$ cat config.mk
export PLATFORM = sky130hd
export DESIGN_NAME = rststb_pin
export DESIGN_NICKNAME = d
export VERILOG_FILES = /design/src/rtl/rsp_pkg.sv /design/src/rtl/rsp_sync.sv /design/src/rtl/rsp_filter.sv /design/src/rtl/rsp_strobe.sv /design/src/rtl/rststb_pin.sv
export SDC_FILE = /design/constraint.sdc
export NUM_CORES = 1
export LEC_CHECK = 0
export BUFFER_PORTS_ARGS = -buffer_cell sky130_fd_sc_hd__buf_2
export CELL_PAD_IN_SITES_DETAIL_PLACEMENT = 0
export CELL_PAD_IN_SITES_GLOBAL_PLACEMENT = 1
export CORE_UTILIZATION = 44
export CTS_CLUSTER_DIAMETER = 80
export DETAILED_ROUTE_END_ITERATION = 8
export GPL_ROUTABILITY_DRIVEN = 0
export PLACE_DENSITY_LB_ADDON = 0.1
export SYNTH_ARGS = -nofsm -noshare
export SYNTH_HDL_FRONTEND = slang
export SYNTH_SLANG_ARGS = --single-unit
export TNS_END_PERCENT = 10
$ cat constraint.sdc
create_clock -name clk -period 3.8 [get_ports clk]
set_input_delay 0.38 -clock clk [delete_from_list [all_inputs] [get_ports clk]]
set_output_delay 0.38 -clock clk [all_outputs]
set_load 0.05 [all_outputs]
$ cat src/rtl/rsp_pkg.sv
package rsp_pkg;

   typedef enum logic {
      ARM_IDLE = 1'b0,
      ARM_SET  = 1'b1
   } arm_e;

   // bits needed to hold the values 0 .. maxv
   function automatic int unsigned cnt_bits(input int unsigned maxv);
      int unsigned b;
      b = 1;
      while ((1 << b) <= maxv) b++;
      return b;
   endfunction

endpackage

$ cat src/rtl/rsp_sync.sv
module rsp_sync #(
   parameter int unsigned STAGES = 2
) (
   input  logic clk,
   input  logic d_i,
   output logic q_o
);

   generate
      if (STAGES == 0) begin : g_bypass
         assign q_o = d_i;
      end else begin : g_chain
         logic [STAGES-1:0] sr_q;
         for (genvar i = 0; i < STAGES; i++) begin : g_stage
            if (i == 0) begin : g_first
               always_ff @(posedge clk) sr_q[0] <= d_i;
            end else begin : g_next
               always_ff @(posedge clk) sr_q[i] <= sr_q[i-1];
            end
         end
         assign q_o = sr_q[STAGES-1];
      end
   endgenerate

endmodule

$ cat src/rtl/rsp_filter.sv
module rsp_filter
   import rsp_pkg::*;
#(
   parameter int unsigned RST_MIN = 30
) (
   input  logic clk,
   input  logic pin_s_i,   // synchronized pin level
   input  logic mask_i,    // own strobe window: treat pin as high
   output logic rst_o
);

   localparam int unsigned CW = cnt_bits(RST_MIN);

   logic [CW-1:0] cnt_q;
   logic          low_seen;

   assign low_seen = !pin_s_i && !mask_i;

   // saturating run-length counter; any high or masked sample clears it
   always_ff @(posedge clk) begin
      if (!low_seen)
         cnt_q <= '0;
      else if (cnt_q != CW'(RST_MIN))
         cnt_q <= cnt_q + CW'(1);
   end

   assign rst_o = (cnt_q == CW'(RST_MIN));

   // reset can only begin after a counted low sample
   a_r1_rise_needs_low: assert property (@(posedge clk) disable iff (mask_i)
      $rose(rst_o) |-> $past(low_seen));

   // one high sample ends the reset on the next edge
   a_r3_release: assert property (@(posedge clk) disable iff (mask_i)
      (!pin_s_i == 1'b0) |=> !rst_o);

endmodule

$ cat src/rtl/rsp_strobe.sv
module rsp_strobe
   import rsp_pkg::*;
#(
   parameter int unsigned STB_LEN = 8,
   parameter int unsigned SYNC    = 2
) (
   input  logic clk,
   input  logic rst_i,
   input  logic addr_i,
   input  logic data_i,
   input  logic stop_i,
   output logic pd_o,
   output logic mask_o
);

   localparam int unsigned LW = cnt_bits(STB_LEN);
   localparam int unsigned TW = cnt_bits(SYNC + 1);
   localparam int unsigned RW = LW + 1;

   arm_e          arm_q;
   logic          busy_q;
   logic [LW-1:0] len_q;
   logic          fire;

   assign fire = stop_i && (arm_q == ARM_SET) && !busy_q;

   always_ff @(posedge clk) begin
      if (rst_i) begin
         arm_q  <= ARM_IDLE;
         busy_q <= 1'b0;
         len_q  <= '0;
      end else begin
         if (addr_i)
            arm_q <= ARM_SET;
         else if (data_i || stop_i)
            arm_q <= ARM_IDLE;

         if (fire) begin
            busy_q <= 1'b1;
            len_q  <= LW'(STB_LEN - 1);
         end else if (busy_q) begin
            if (len_q == '0)
               busy_q <= 1'b0;
            else
               len_q <= len_q - LW'(1);
         end
      end
   end

   assign pd_o = busy_q;

   // mask covers the strobe plus the synchronizer drain time
   generate
      if (SYNC == 0) begin : g_nomask_tail
         assign mask_o = busy_q;
      end else begin : g_mask_tail
         logic [TW-1:0] tail_q;
         always_ff @(posedge clk) begin
            if (rst_i)
               tail_q <= '0;
            else if (busy_q)
               tail_q <= TW'(SYNC);
            else if (tail_q != '0)
               tail_q <= tail_q - TW'(1);
         end
         assign mask_o = busy_q || (tail_q != '0);
      end
   endgenerate

   // checker state: length of the current pull-down run
   logic [RW-1:0] run_q;
   always_ff @(posedge clk) begin
      if (rst_i)
         run_q <= '0;
      else if (pd_o)
         run_q <= run_q + RW'(1);
      else
         run_q <= '0;
   end

   // pulse is never longer than STB_LEN
   a_r4_pulse_bound: assert property (@(posedge clk) disable iff (rst_i)
      pd_o |-> (run_q < RW'(STB_LEN)));

   // every pulse ends after exactly STB_LEN cycles
   a_r4_pulse_len: assert property (@(posedge clk) disable iff (rst_i)
      $fell(pd_o) |-> (run_q == RW'(STB_LEN)));

   // a STOP with nothing armed starts no pulse
   a_r6_no_idle_fire: assert property (@(posedge clk) disable iff (rst_i)
      (stop_i && (arm_q == ARM_IDLE) && !pd_o) |=> !pd_o);

   // a data byte disarms the following STOP
   a_r5_data_disarms: assert property (@(posedge clk) disable iff (rst_i)
      (data_i && !addr_i && !pd_o) ##1 (stop_i && !pd_o) |=> !pd_o);

endmodule

$ cat src/rtl/rststb_pin.sv
module rststb_pin #(
   parameter int unsigned RST_MIN = 30,
   parameter int unsigned STB_LEN = 8,
   parameter int unsigned SYNC    = 2
) (
   input  logic clk,
   input  logic pin_i,
   input  logic addr_hit_i,
   input  logic data_byte_i,
   input  logic stop_i,
   output logic strobe_pd_o,
   output logic core_rst_o
);

   initial begin
      assert (STB_LEN >= 1)
         else $error("rststb_pin: STB_LEN must be at least 1");
      assert (SYNC <= 4)
         else $error("rststb_pin: SYNC deeper than 4 is not supported");
      assert (RST_MIN > STB_LEN + SYNC + 1)
         else $error("rststb_pin: RST_MIN must exceed the strobe length plus sync depth");
   end

   logic pin_s;
   logic mask;

   rsp_sync #(.STAGES(SYNC)) u_sync (
      .clk (clk),
      .d_i (pin_i),
      .q_o (pin_s)
   );

   rsp_filter #(.RST_MIN(RST_MIN)) u_filter (
      .clk     (clk),
      .pin_s_i (pin_s),
      .mask_i  (mask),
      .rst_o   (core_rst_o)
   );

   rsp_strobe #(.STB_LEN(STB_LEN), .SYNC(SYNC)) u_strobe (
      .clk    (clk),
      .rst_i  (core_rst_o),
      .addr_i (addr_hit_i),
      .data_i (data_byte_i),
      .stop_i (stop_i),
      .pd_o   (strobe_pd_o),
      .mask_o (mask)
   );

   // the block's own pull-down never turns into a reset
   a_r7_no_self_reset: assert property (@(posedge clk) disable iff (core_rst_o)
      strobe_pd_o |=> !core_rst_o);

endmodule

-- After elaboration in Yosys (flattened, before gate mapping)
Cells that the tools add are included.
- output and inout bits: 2
- flip-flop bits (word level): 15
- word-level logic and storage cells: 43
- bitwise gates (word level): 1
- reduce and logical (&&, ||, !) cells: 17
- mux-type cells: 10
- add/subtract/negate cells: 3
- equal/unequal tests: 3
- operators with widths (kind ; count):
    3-bit two-way mux ; 3
    2-bit nonzero test ; 4
    5-bit by 1-bit adder with 5-bit output (second input constant) ; 1
    5-bit equality test (second input constant) ; 1
    1-bit two-way mux ; 5
    5-bit inequality test (second input constant) ; 1
    4-bit zero test ; 1
    2-bit two-way mux ; 2
    2-bit AND reduction ; 2
    2-bit OR reduction ; 2
    4-bit by 1-bit subtractor with 4-bit output (second input constant) ; 1
    1-bit logical AND ; 3
    1-bit zero test ; 3
    1-bit logical OR ; 2
    2-bit by 1-bit inequality test with 1-bit output (second input constant) ; 1
    2-bit by 1-bit subtractor with 2-bit output (second input constant) ; 1
    1-bit inverter ; 1

-- Longest topological paths before layout
- depth after elaboration: 4
- gate-level depth with buffers: 6
- gate-level depth less buffers: 6

-- Hierarchy
A second synthesis with hierarchy kept.
- cell total of the unflattened synthesis: 66
- area, all modules: 655.6 um2
- by module, submodules not included (module ; cells an instance ; sequential area each (um2) ; area each (um2) ; times used):
    rsp_strobe ; 38 ; 160.2 ; 364.1 ; 1
    rsp_filter ; 26 ; 100.1 ; 251.5 ; 1
    rsp_sync ; 2 ; 40.0 ; 40.0 ; 1

-- Worst setup path after synthesis
No wires, ideal clock.
- path kind: reg2out
- start point: reg u_filter.cnt_q[0]
- end point: out core_rst_o
- path buffers: 0
- arrival time: 1087 ps
- stages on the path, launching flop included: 5
- setup slack: 2333 ps
- path through: dfxtp_1 inv_1 ha_1 nand4_1 inv_2
- cells in the longest elaborated chain, start to end: 1
- ends and longest elaborated chain (item ; line ; RTL):
    from (decl) ; rsp_filter.sv:14 ; logic [CW-1:0] cnt_q;
    from (signal assigned) ; rsp_filter.sv:24 ; cnt_q <= cnt_q + CW'(1);
    5-bit equality test ; rsp_filter.sv:27 ; assign rst_o = (cnt_q == CW'(RST_MIN));
    to (decl) ; rststb_pin.sv:12 ; output logic core_rst_o
Every way passes these cells.

-- Worst setup path in the final report
Ends and elaborated chain as after synthesis.

==> impl_metrics.toml <==
[setup_path]
cp_max_fo = 10
cp-end-kind = "primary output"
r2r-end = "u_strobe.len_q[1]"
critical_path_class = "reg -> out"
path_buf_inv = 3
critPathLaunch = "u_filter.cnt_q[0]"
cp.depth = 5
slowest_delay_ns = 0.34
crit_required_ns = 3.42
crit_path_top_delay_cell = "dfxtp_1"
r2r_setup_slack_ns = 2.25
rr_startpoint = "u_strobe.len_q[0]"
critPathTopFamily = "buffers and inverters"
reg2reg_depth = 5
crit_chain = "inv_1 -> ha_1 -> nand4_1 -> inv_2 -> buf_2"
crit_path_end = "core_rst_o"
worstSetupStartpointType = "flip-flop"
critPathArrivalTime_ns = 1.68

[placed_design]
dp_hpwl_um = 737
dp.cells = 83
placed_area_um2 = 673
io_buffers = 6

[detailed_routing]
wire_per_inst_um = 11.3
vias = 469
firstDrtPassIters = 4
drtIter0Drc = 9
wirelength_um = 980
drc = 0
ant_nets = 0
vias_per_cell = 5.39

[cells_and_area]
layout_common_cells = "dfxtp_1 (15), nor2_1 (9), a21oi_1 (8), buf_2 (6)"
final_common_cell = "dfxtp_1"
postLayoutCellArea_um2 = 701
final_cells = 87
diodes = 0
drive_above_1_share_pct = 23.6
syn_to_final_growth_pct = 10.2
nets = 82

[sta]
rsz0062_at_grt = "false"
period_share_pct = 54.3
min_period_ns = 2.06
fmax_ghz = 0.485
fin_worst_skew_ns = 0.00684
hold_violations = 0
hold_slack_ns = 0.192
setup_viol = 0
slew_headroom_pct = 78.3
fin_setup_tns_ns = 0
drv_slew = 0
tightest_slew_ns = 0.325

[grt]
grt_pass1_wl_um = 1680
grt_max_degree = 12
grt_overflow = 0
grt_use_total_pct = 16.8
antenna_found_initial = 0
grt_pass1_vias = 398

[synth]
synth_seq_cells = 15
netlist_instances = 63
postSynth.asyncResetShare_pct = 0
synth.distinct_cells = 26
synth_edf_count = 0
synth-seq-area-share_pct = 47.2
syn_avg_cell_area_um2 = 10.1
syn-num-nets = 72
ys_warn_count = 0
synth_area_um2 = 636
yosys_most_used_dff = "dfxtp_1"

[power_and_ir_drop]
vdd_ir_drop_max_mv = 0.310
powerDensity_mw_per_mm2 = 664
pwr-share-clk_pct = 18.8
p_int_uw = 302
seq_power_share_pct = 52.2
swShare_pct = 35.0
p_sw_uw = 163
p_comb_share_pct = 29.0
p_leak_uw = 0.000292

[floorplanning]
ioPinCount = 7
core_area_mm2 = 0.00132
dieArea_mm2 = 0.00160
die_w_um = 40.0
start_util_pct = 48.2
rows = 13
die_h_um = 40.0

[clock_tree]
cts-resized-gates = 0
clkTransAtPathRegs_ns = 0.09
clk_latency_ns = 0.28
htree_levels = 1
clock-sinks = 15
cts_max_path_buffers = 2
cts.root.buffer_cell = "clkbuf_4"
cts_buffers = 3
post_cts_buffers = 0
cts_hold_buf = 0
cts_tree = "done"

[run]
drv_cap = 0

[outcome]
outcome = "finished clean"

[min_path]
hold_class = "in -> reg"
==> power by group through the flow <==
stage / Sequential, uW / Clock, uW / Combinational (uW)
final: 243 / 87.6 / 135
after global routing: 251 / 102 / 151
after CTS: 243 / 93.3 / 136
after detailed placement: 247 / 0 / 135
after global placement: 246 / 0 / 137
after floorplan: 247 / 0 / 113
==> layer usage <==
metal | global-route usage [%] | routed length (um) | vias to the layer above
met3 | 10.0 | 53 | 0
met5 | 0 | 0 | -
li1 | - | - | 247
met4 | 7.76 | 0 | 0
met1 | 22.1 | 499 | 211
met2 | 21.4 | 426 | 11
==> per-stage QoR <==
stage | worst slack, ns | total power (uW) | utilization, %
final | 1.74 | 465 | 53.2
after global routing | 1.59 | 504 | 53.2
after CTS | 1.72 | 472 | 53.2
after detailed placement | 2.05 | 382 | 51.1
after global placement | 2.09 | 383 | 51.1
after floorplan | 2.33 | 361 | -
==> cells by family after synthesis <==
| logic type | share of synthesized area (%) |
|---|---|
| AND/OR/NAND/NOR | 19.3 |
| buffers and inverters | 4.72 |
| adder cells (fa/ha/maj) | 7.87 |
| AO/OA/AOI/OAI | 16.5 |
| multiplexers | 1.57 |
| flip-flops | 47.2 |
| XOR/XNOR | 2.76 |
==> synth_stat cells (2+ instances only) <==
| master | count | area share [%] |
|---|---|---|
| a21oi_1 | 8 | 6.3 |
| ha_1 | 4 | 7.9 |
| dfxtp_1 | 15 | 47 |
| nor2_1 | 9 | 5.3 |
| inv_1 | 4 | 2.4 |
| nand3_1 | 2 | 1.6 |
| a211oi_2 | 2 | 3.9 |
==> registers in the layout (all words and copies together), names as in the netlist <==
signal	cells
u_filter.cnt_q	5
u_strobe.arm_q	1
u_strobe.g_mask_tail.tail_q	2
u_strobe.len_q	4
u_strobe.pd_o	1
u_sync.g_chain.sr_q	1
u_sync.q_o	1
==> cell type report <==
| cell class | count | area [um^2] |
|---|---|---|
| clock buffers | 3 | 22.5 |
| clock inverters | 1 | 5.00 |
| fillers | 139 | 617 |
| inverters | 5 | 18.8 |
| multi-input cells | 42 | 305 |
| flip-flops and latches | 15 | 300 |
| well taps | 15 | 18.8 |
| repair buffers | 6 | 30.0 |
==> worst min path at each step <==
stage,startpoint,endpoint,cells past startpoint
floorplan,u_sync.g_chain.sr_q[0],u_sync.q_o,0
global placement,u_sync.g_chain.sr_q[0],u_sync.q_o,0
detailed placement,u_sync.g_chain.sr_q[0],u_sync.q_o,0
CTS,pin_i,u_sync.g_chain.sr_q[0],1
global route,pin_i,u_sync.g_chain.sr_q[0],1
finish,pin_i,u_sync.g_chain.sr_q[0],1
Power figures use the tool's default switching activity.
